### src/rtl/frame_watch_pkg.sv
package frame_watch_pkg;

  // Strobes from the control decode to the datapath registers
  typedef struct packed {
    logic reload;      // refill the down counter from the interval register
    logic expire;      // timeout event this cycle
    logic clrFlag;     // clear the sticky timeout flag
    logic clrTally;    // clear the timeout tally
    logic latchFrame;  // capture the incoming frame number
  } fwStrobe_t;

endpackage

### src/rtl/frame_watch_ctrl.sv
module frame_watch_ctrl
  import frame_watch_pkg::*;
(
  input  logic      tickEn,
  input  logic      sofPulse,
  input  logic      eopPulse,
  input  logic      flagWrEn,
  input  logic      flagWrBit,
  input  logic      nearZero,
  output fwStrobe_t strobes
);

  logic anyMarker;

  always_comb begin
    anyMarker          = sofPulse | eopPulse;
    // a marker always wins over a strobe in the same cycle
    strobes.expire     = tickEn & ~anyMarker & nearZero;
    strobes.reload     = anyMarker | strobes.expire;
    strobes.clrFlag    = anyMarker | (flagWrEn & flagWrBit);
    strobes.clrTally   = sofPulse;
    strobes.latchFrame = sofPulse;
  end

endmodule

### src/rtl/frame_watch_dp.sv
module frame_watch_dp
  import frame_watch_pkg::*;
#(
  parameter int                  CNT_W      = 16,
  parameter int                  FRAME_W    = 11,
  parameter int                  TALLY_W    = 3,
  parameter logic [CNT_W-1:0]    RESET_IVAL = 16'h2EE0
) (
  input  logic               clk,
  input  logic               rstN,
  input  logic               tickEn,
  input  fwStrobe_t          strobes,
  input  logic               cfgWrEn,
  input  logic [CNT_W-1:0]   cfgWrData,
  input  logic [FRAME_W-1:0] frameIn,
  output logic [CNT_W-1:0]   intervalQ,
  output logic [CNT_W-1:0]   countQ,
  output logic               flagQ,
  output logic [TALLY_W-1:0] tallyQ,
  output logic [FRAME_W-1:0] frameQ,
  output logic               nearZero
);

  localparam logic [TALLY_W-1:0] TALLY_MAX = {TALLY_W{1'b1}};
  localparam logic [CNT_W-1:0]   CNT_ONE   = CNT_W'(1);

  assign nearZero = (countQ <= CNT_ONE);

  always_ff @(posedge clk) begin
    if (!rstN) begin
      intervalQ <= RESET_IVAL;
    end else if (cfgWrEn) begin
      intervalQ <= cfgWrData;
    end
  end

  always_ff @(posedge clk) begin
    if (!rstN) begin
      countQ <= RESET_IVAL;
    end else if (strobes.reload) begin
      countQ <= intervalQ;
    end else if (tickEn) begin
      countQ <= countQ - CNT_ONE;
    end
  end

  always_ff @(posedge clk) begin
    if (!rstN) begin
      flagQ <= 1'b0;
    end else if (strobes.expire) begin
      flagQ <= 1'b1;
    end else if (strobes.clrFlag) begin
      flagQ <= 1'b0;
    end
  end

  always_ff @(posedge clk) begin
    if (!rstN) begin
      tallyQ <= '0;
    end else if (strobes.clrTally) begin
      tallyQ <= '0;
    end else if (strobes.expire && tallyQ != TALLY_MAX) begin
      tallyQ <= tallyQ + TALLY_W'(1);
    end
  end

  always_ff @(posedge clk) begin
    if (!rstN) begin
      frameQ <= '0;
    end else if (strobes.latchFrame) begin
      frameQ <= frameIn;
    end
  end

endmodule

### src/rtl/frame_watch.sv
module frame_watch
  import frame_watch_pkg::*;
#(
  parameter int               CNT_W      = 16,
  parameter int               FRAME_W    = 11,
  parameter int               TALLY_W    = 3,
  parameter logic [CNT_W-1:0] RESET_IVAL = 16'h2EE0,
  localparam int              STAT_W     = 1 + TALLY_W + 1 + FRAME_W
) (
  input  logic               clk,
  input  logic               rstN,
  input  logic               tickEn,
  input  logic               sofPulse,
  input  logic               eopPulse,
  input  logic [FRAME_W-1:0] frameIn,
  input  logic               cfgWrEn,
  input  logic [CNT_W-1:0]   cfgWrData,
  input  logic               flagWrEn,
  input  logic               flagWrBit,
  input  logic               irqEnable,
  output logic [CNT_W-1:0]   intervalOut,
  output logic [CNT_W-1:0]   countOut,
  output logic [STAT_W-1:0]  statusOut,
  output logic               irqOut
);

  fwStrobe_t          strobes;
  logic               nearZero;
  logic               flagQ;
  logic [TALLY_W-1:0] tallyQ;
  logic [FRAME_W-1:0] frameQ;

  frame_watch_ctrl u_ctrl (
    .tickEn    (tickEn),
    .sofPulse  (sofPulse),
    .eopPulse  (eopPulse),
    .flagWrEn  (flagWrEn),
    .flagWrBit (flagWrBit),
    .nearZero  (nearZero),
    .strobes   (strobes)
  );

  frame_watch_dp #(
    .CNT_W      (CNT_W),
    .FRAME_W    (FRAME_W),
    .TALLY_W    (TALLY_W),
    .RESET_IVAL (RESET_IVAL)
  ) u_dp (
    .clk       (clk),
    .rstN      (rstN),
    .tickEn    (tickEn),
    .strobes   (strobes),
    .cfgWrEn   (cfgWrEn),
    .cfgWrData (cfgWrData),
    .frameIn   (frameIn),
    .intervalQ (intervalOut),
    .countQ    (countOut),
    .flagQ     (flagQ),
    .tallyQ    (tallyQ),
    .frameQ    (frameQ),
    .nearZero  (nearZero)
  );

  // flag on top, tally below it, one reserved zero, frame number at the bottom
  assign statusOut = {flagQ, tallyQ, 1'b0, frameQ};
  assign irqOut    = flagQ & irqEnable;

endmodule

### config.mk
export PLATFORM = sky130hd
export DESIGN_NAME = frame_watch
export DESIGN_NICKNAME = d
export VERILOG_FILES = /design/src/rtl/frame_watch_pkg.sv /design/src/rtl/frame_watch_ctrl.sv /design/src/rtl/frame_watch_dp.sv /design/src/rtl/frame_watch.sv
export SDC_FILE = /design/constraint.sdc
export NUM_CORES = 1
export LEC_CHECK = 0
export ABC_CLOCK_PERIOD_IN_PS = 2900
export BUFFER_PORTS_ARGS = -buffer_cell sky130_fd_sc_hd__buf_2
export CAP_MARGIN = 5
export CORE_MARGIN = 2
export CORE_UTILIZATION = 45
export CTS_CLUSTER_DIAMETER = 60
export DETAILED_ROUTE_END_ITERATION = 10
export PLACE_DENSITY = 0.81
export SETUP_SLACK_MARGIN = 0.15
export SLEW_MARGIN = 40
export SYNTH_ARGS = -nofsm -noshare
export SYNTH_HDL_FRONTEND = slang
export SYNTH_SLANG_ARGS = --single-unit
### constraint.sdc
create_clock -name clk -period 2.9 [get_ports clk]
set_input_delay 0.29 -clock clk [delete_from_list [all_inputs] [get_ports clk]]
set_output_delay 0.29 -clock clk [all_outputs]
set_load 0.02 [all_outputs]
==> results.json, run 1 <==
{
  "max_cap_violations": 0,
  "layout.filler_cells": 458,
  "pre_cts_ws_ns": 0.481,
  "most-common-layout-cells": "83 x sky130_fd_sc_hd__buf_2, 47 x sky130_fd_sc_hd__dfxtp_1, 30 x sky130_fd_sc_hd__mux2i_1",
  "area_growth_syn_to_layout_pct": 23.2,
  "critical_path_required_ns": 3.10,
  "power_leakage_nw": 1.30,
  "critical_path.max_fanout": 10,
  "grt_max_degree": 47,
  "synth_top_cell_area_share": 0.404,
  "finalWorstSetupSlack_ns": 0.434,
  "synthesis.yosys.warnings": 0,
  "gp_congestion": 0.942,
  "power.ir.vdd_worst_v": 0.000301,
  "tritoncts": "done",
  "remaining_drc_errors": 0,
  "floorplan.io_pins": 85,
  "layout.cells.most_common": "sky130_fd_sc_hd__buf_2",
  "post_dp_cell_area_mm2": 0.00277,
  "final-setup-viol-count": 0,
  "dpl.hpwl_um": 4330,
  "ys_async_sr_fraction": 0,
  "post_route_m1_wl_um": 2520,
  "timing.final.hold_violations": 0,
  "synth_top_area_cell": "sky130_fd_sc_hd__dfxtp_1",
  "whs_ns": 0.201,
  "final-max-slew-violation-count": 0,
  "final_critical_path_time_including_i_o_delays_and_setup_ns": 2.47,
  "worst_clock_skew_ns": 0.00564,
  "synth_seq_area_share": 0.404,
  "core_region_area_mm2": 0.00504,
  "grt_first_pass_wirelength_um": 10000,
  "initial_core_util": 0.462,
  "f_max_mhz": 406,
  "cts_max_path_buffers": 2,
  "routed_wirelength_um": 5930,
  "via_count_of_the_first_global_routing_pass": 2094,
  "cp.arrival_ns": 2.67,
  "timing.final.crit_share": 0.850,
  "ys_ff_latch": 47,
  "status": "completed",
  "grt_overflow": 0,
  "highest_layer": "met4",
  "antenna_found_initial": 0,
  "cts.repair_timing.setup_buffer_count": 0,
  "clock-root-buffer": "sky130_fd_sc_hd__clkbuf_8",
  "finish.instance_area_mm2": 0.00287,
  "fp.dieArea_mm2": 0.00577,
  "synth_enable_flop_cells": 0,
  "die-height_um": 75.9,
  "num_rows": 26,
  "netlist_top_cells_area": "sky130_fd_sc_hd__dfxtp_1 40%, sky130_fd_sc_hd__mux2i_1 13%, sky130_fd_sc_hd__nor2b_1 5.4%",
  "cts_inserted_buffers": 5,
  "cts_sinks": 47,
  "setup_tns_ns": 0,
  "gr-usage-all-layers": 0.212,
  "synth.lib_cells_used.distinct": 48,
  "relSlewSlack": 0.523,
  "firstDrtPassIters": 4,
  "ant_nets": 0,
  "routedWlPerCell_um": 14.7,
  "actual_slew_at_the_worst_max_slew_pin_ns": 0.715,
  "clkLatencyLatePin_ns": 0.30,
  "detailedRoute.firstIterationViolations": 198,
  "portBuffers": 83,
  "timing.critical_path.from_type": "register",
  "holdCritPathClass": "in -> reg",
  "hold_buffers": 0,
  "synth.cell_area_mm2": 0.00233,
  "syn_avg_cell_area_um2": 9.03,
  "post_layout_net_count": 372,
  "power_per_cell_area_mw_per_mm2": 503,
  "cts_repair_resize_count": 0,
  "startpoint_to_endpoint_class_of_the_critical_path": "reg -> reg",
  "grt_setup_unrepaired": "no",
  "antenna_cells_inserted": 0,
  "routed-wl-met2_um": 2860,
  "design_power_total_mw": 1.44,
  "kind_of_capture_point_of_the_worst_setup_path": "register",
  "die_w_um": 75.9,
  "detail_route.vias_per_cell": 5.52,
  "clk_pin_slew_ns": 0.08,
  "number_of_vias_in_the_routed_layout": 2218,
  "cts.htree.levels": 2,
  "synth_cells": 258,
  "synth.net_count": 298,
  "met3RoutedLength_um": 412,
  "drive_gt1_frac": 0.316,
  "dominantRegCellSynth": "sky130_fd_sc_hd__dfxtp_1"
}
Yosys cell counts, types with 2 or more instances:
| library cell | instances |
|---|---|
| sky130_fd_sc_hd__a21o_1 | 4 |
| sky130_fd_sc_hd__nor2b_1 | 20 |
| sky130_fd_sc_hd__nor2_1 | 16 |
| sky130_fd_sc_hd__or2_2 | 3 |
| sky130_fd_sc_hd__nand4_1 | 3 |
| sky130_fd_sc_hd__nor3_1 | 7 |
| sky130_fd_sc_hd__clkbuf_1 | 14 |
| sky130_fd_sc_hd__o211ai_1 | 4 |
| sky130_fd_sc_hd__a21oi_1 | 4 |
| sky130_fd_sc_hd__o221ai_1 | 4 |
| sky130_fd_sc_hd__a31oi_1 | 5 |
| sky130_fd_sc_hd__xor2_1 | 3 |
| sky130_fd_sc_hd__a22oi_1 | 2 |
| sky130_fd_sc_hd__and2_1 | 2 |
| sky130_fd_sc_hd__a221oi_1 | 2 |
| sky130_fd_sc_hd__buf_2 | 2 |
| sky130_fd_sc_hd__nand2_1 | 17 |
| sky130_fd_sc_hd__or4_4 | 2 |
| sky130_fd_sc_hd__nand2b_1 | 2 |
| sky130_fd_sc_hd__o21ai_0 | 12 |
| sky130_fd_sc_hd__ha_1 | 4 |
| sky130_fd_sc_hd__dfxtp_1 | 47 |
| sky130_fd_sc_hd__o22ai_1 | 2 |
| sky130_fd_sc_hd__buf_4 | 2 |
| sky130_fd_sc_hd__xnor2_1 | 2 |
| sky130_fd_sc_hd__mux2i_1 | 30 |
| sky130_fd_sc_hd__inv_1 | 5 |
| sky130_fd_sc_hd__nor4_1 | 4 |
| sky130_fd_sc_hd__or4_1 | 5 |
| sky130_fd_sc_hd__buf_6 | 2 |
| sky130_fd_sc_hd__nand3_1 | 8 |
| sky130_fd_sc_hd__o31ai_1 | 3 |
critical path, cell delays in order, from the launching register on:
cell and delay, ns:
sky130_fd_sc_hd__dfxtp_1 0.40, sky130_fd_sc_hd__or4_4 0.57, sky130_fd_sc_hd__or4_1 0.56, sky130_fd_sc_hd__o21ai_2 0.46, sky130_fd_sc_hd__nor2_1 0.10, sky130_fd_sc_hd__o311ai_1 0.28
worst paths after layout:
kind / slack, ns / from / cells after the start / endpoint
setup reg to reg: 0.43 / u_dp.countQ[8] / 5 / u_dp.countQ[10]
hold / removal: 0.20 / cfgWrData[10] / 3 / u_dp.intervalQ[10]
setup / recovery: 0.43 / u_dp.countQ[8] / 5 / u_dp.countQ[10]
hold reg to reg: 0.50 / u_dp.intervalQ[13] / 2 / u_dp.countQ[13]
sequential cells by signal, indices dropped and copies added, names as in the netlist:
register and cells:
u_dp.countQ 16, u_dp.intervalQ 16, u_dp.frameQ 11, u_dp.tallyQ 3
u_dp.flagQ 1
per-stage QoR:
step                      cells   util
after global routing        402  0.569
after detailed placement    395  0.548
final                       402  0.569
after floorplan             258      -
after global placement      395  0.548
after CTS                   402  0.569
power by group:
part	internal (mW)	switching [mW]
logic	0.107	0.152
registers	0.682	0.0401
clock network	0.253	0.209
total	1.04	0.401
area by class of cell:
cell class,count,area [µm²],share of cell area
clock inverter,1,30.0,0.0105
inverter,6,22.5,0.00785
tap,70,87.6,0.0305
sequential,47,941,0.328
multi-input combinational,184,1260,0.440
timing repair buffer,88,453,0.158
clock buffer,6,72.6,0.0253
routing by layer:
metal / vias up / GRT usage
li1: 1073 / -
met1: 1039 / 0.272
met2: 95 / 0.348
met3: 11 / 0.0452
met4: 0 / 0.0855
met5: - / 0
logic make-up (layout without fill, tap and decap cells):
| kind of cell | count (synthesis) | count (layout) | share of synthesized area |
|---|---|---|---|
| buffers and inverters | 27 | 101 | 0.0543 |
| other | 1 | 1 | 0.00161 |
| AO/OA/AOI/OAI | 48 | 48 | 0.141 |
| adder cells (fa/ha/maj) | 4 | 4 | 0.0215 |
| flip-flops | 47 | 47 | 0.404 |
| XOR/XNOR | 5 | 5 | 0.0188 |
| AND/OR/NAND/NOR | 96 | 96 | 0.230 |
| multiplexers | 30 | 30 | 0.129 |
Power figures use the tool's default switching activity.
==> run 2: changes to the inputs <==
REMOVE_ABC_BUFFERS = 1   (was unset)
==> results.json, run 2 (synthesis results as in run 1) <==
{
  "cp.arrival_ns": 2.63,
  "clkLatencyLatePin_ns": 0.30,
  "die_w_um": 75.9,
  "final-max-slew-violation-count": 0,
  "grt_first_pass_wirelength_um": 9420,
  "cts_inserted_buffers": 5,
  "power.ir.vdd_worst_v": 0.000318,
  "timing.final.crit_share": 0.837,
  "remaining_drc_errors": 0,
  "post-route-util": 0.569,
  "grt_max_degree": 35,
  "floorplan.io_pins": 85,
  "drive_gt1_frac": 0.323,
  "gp_congestion": 0.918,
  "layout.cells.most_common": "sky130_fd_sc_hd__buf_2",
  "core_region_area_mm2": 0.00504,
  "startpoint_to_endpoint_class_of_the_critical_path": "reg -> reg",
  "critical_path.max_fanout": 10,
  "number_of_vias_in_the_routed_layout": 2190,
  "cts_sinks": 47,
  "fp.dieArea_mm2": 0.00577,
  "grt_setup_unrepaired": "no",
  "gr-usage-all-layers": 0.199,
  "clock-root-buffer": "sky130_fd_sc_hd__clkbuf_8",
  "most-common-layout-cells": "83 x sky130_fd_sc_hd__buf_2, 47 x sky130_fd_sc_hd__dfxtp_1, 30 x sky130_fd_sc_hd__mux2i_1",
  "timing.final.hold_violations": 0,
  "final-setup-viol-count": 0,
  "cts.repair_timing.setup_buffer_count": 0,
  "power_per_cell_area_mw_per_mm2": 479,
  "f_max_mhz": 412,
  "status": "completed",
  "routedWlPerCell_um": 13.9,
  "detail_route.vias_per_cell": 5.42,
  "routed_wirelength_um": 5610,
  "tritoncts": "done",
  "detailedRoute.firstIterationViolations": 106,
  "via_count_of_the_first_global_routing_pass": 1953,
  "timing.critical_path.from_type": "register",
  "final_critical_path_time_including_i_o_delays_and_setup_ns": 2.43,
  "actual_slew_at_the_worst_max_slew_pin_ns": 0.651,
  "kind_of_capture_point_of_the_worst_setup_path": "register",
  "antenna_found_initial": 0,
  "area_growth_syn_to_layout_pct": 23.2,
  "worst_clock_skew_ns": 0.00445,
  "clk_pin_slew_ns": 0.08,
  "cts_repair_resize_count": 0,
  "antenna_cells_inserted": 0,
  "critical_path_required_ns": 3.10,
  "setup_tns_ns": 0,
  "ant_nets": 0,
  "power_leakage_nw": 1.31,
  "die-height_um": 75.9,
  "cts_max_path_buffers": 2,
  "relSlewSlack": 0.564,
  "post_layout_net_count": 374,
  "cts.htree.levels": 2,
  "holdCritPathClass": "in -> reg",
  "hold_buffers": 0,
  "max_cap_violations": 0,
  "firstDrtPassIters": 4,
  "initial_core_util": 0.462,
  "num_rows": 26,
  "grt_overflow": 0,
  "dpl.hpwl_um": 4010,
  "portBuffers": 83,
  "reg_top3": "u_dp.countQ (16), u_dp.intervalQ (16), u_dp.frameQ (11)"
}
-- run 2: cell type report --
class,count,area [µm²]
clock buffer,6,82.6
clock inverter,1,5.00
fill,447,2170
inverter,6,22.5
multi-input combinational,184,1260
sequential,47,941
tap,70,87.6
timing repair buffer,90,468
-- run 2: path summary, 6_finish.rpt --
path	start	slack (ns)	end	cells after the start
worst max register to register	u_dp.countQ[8]	0.47	u_dp.countQ[10]	5
worst max-delay path	u_dp.countQ[8]	0.47	u_dp.countQ[10]	5
worst min register to register	u_dp.intervalQ[13]	0.50	u_dp.countQ[13]	2
worst min-delay path	cfgWrData[7]	0.20	u_dp.intervalQ[7]	3
-- run 2: critical path, cell delays in order (launching register included) --
cell and delay (ns):
sky130_fd_sc_hd__dfxtp_1 0.40, sky130_fd_sc_hd__or4_4 0.57, sky130_fd_sc_hd__or4_1 0.55, sky130_fd_sc_hd__o21ai_2 0.45
sky130_fd_sc_hd__nor2_1 0.10, sky130_fd_sc_hd__o311ai_1 0.26
-- run 2: report_power, final --
| part | total [mW] | switching (mW) | leakage, nW | internal (mW) |
|---|---|---|---|---|
| Combinational | 0.258 | 0.151 | 0.871 | 0.107 |
| Sequential | 0.720 | 0.0377 | 0.387 | 0.682 |
| Clock | 0.396 | 0.209 | 0.0470 | 0.187 |
| Total | 1.37 | 0.397 | 1.31 | 0.977 |
-- run 2: metal layers --
metal / up-vias / GRT usage / share of wire
met5: - / 0 / 0
met4: 0 / 0.0782 / 0.018
met3: 10 / 0.0440 / 0.068
met2: 96 / 0.314 / 0.47
met1: 1008 / 0.266 / 0.44
li1: 1076 / - / -
-- run 2: per-stage QoR --
| stage | std cells | worst slack, ns | cell area (µm²) | power (mW) | hold slack (ns) |
|---|---|---|---|---|---|
| 6_report | 404 | 0.472 | 2870 | 1.37 | 0.204 |
| 5_1_grt | 404 | 0.325 | 2870 | 1.44 | 0.205 |
| 4_1_cts | 404 | 0.494 | 2870 | 1.39 | 0.199 |
| 3_5_place_dp | 397 | 0.503 | 2780 | 0.991 | 0.488 |
| 3_3_place_gp | 397 | 0.570 | 2780 | 0.985 | 0.480 |
| 2_1_floorplan | 237 | 0.564 | 2220 | 0.880 | 0.352 |
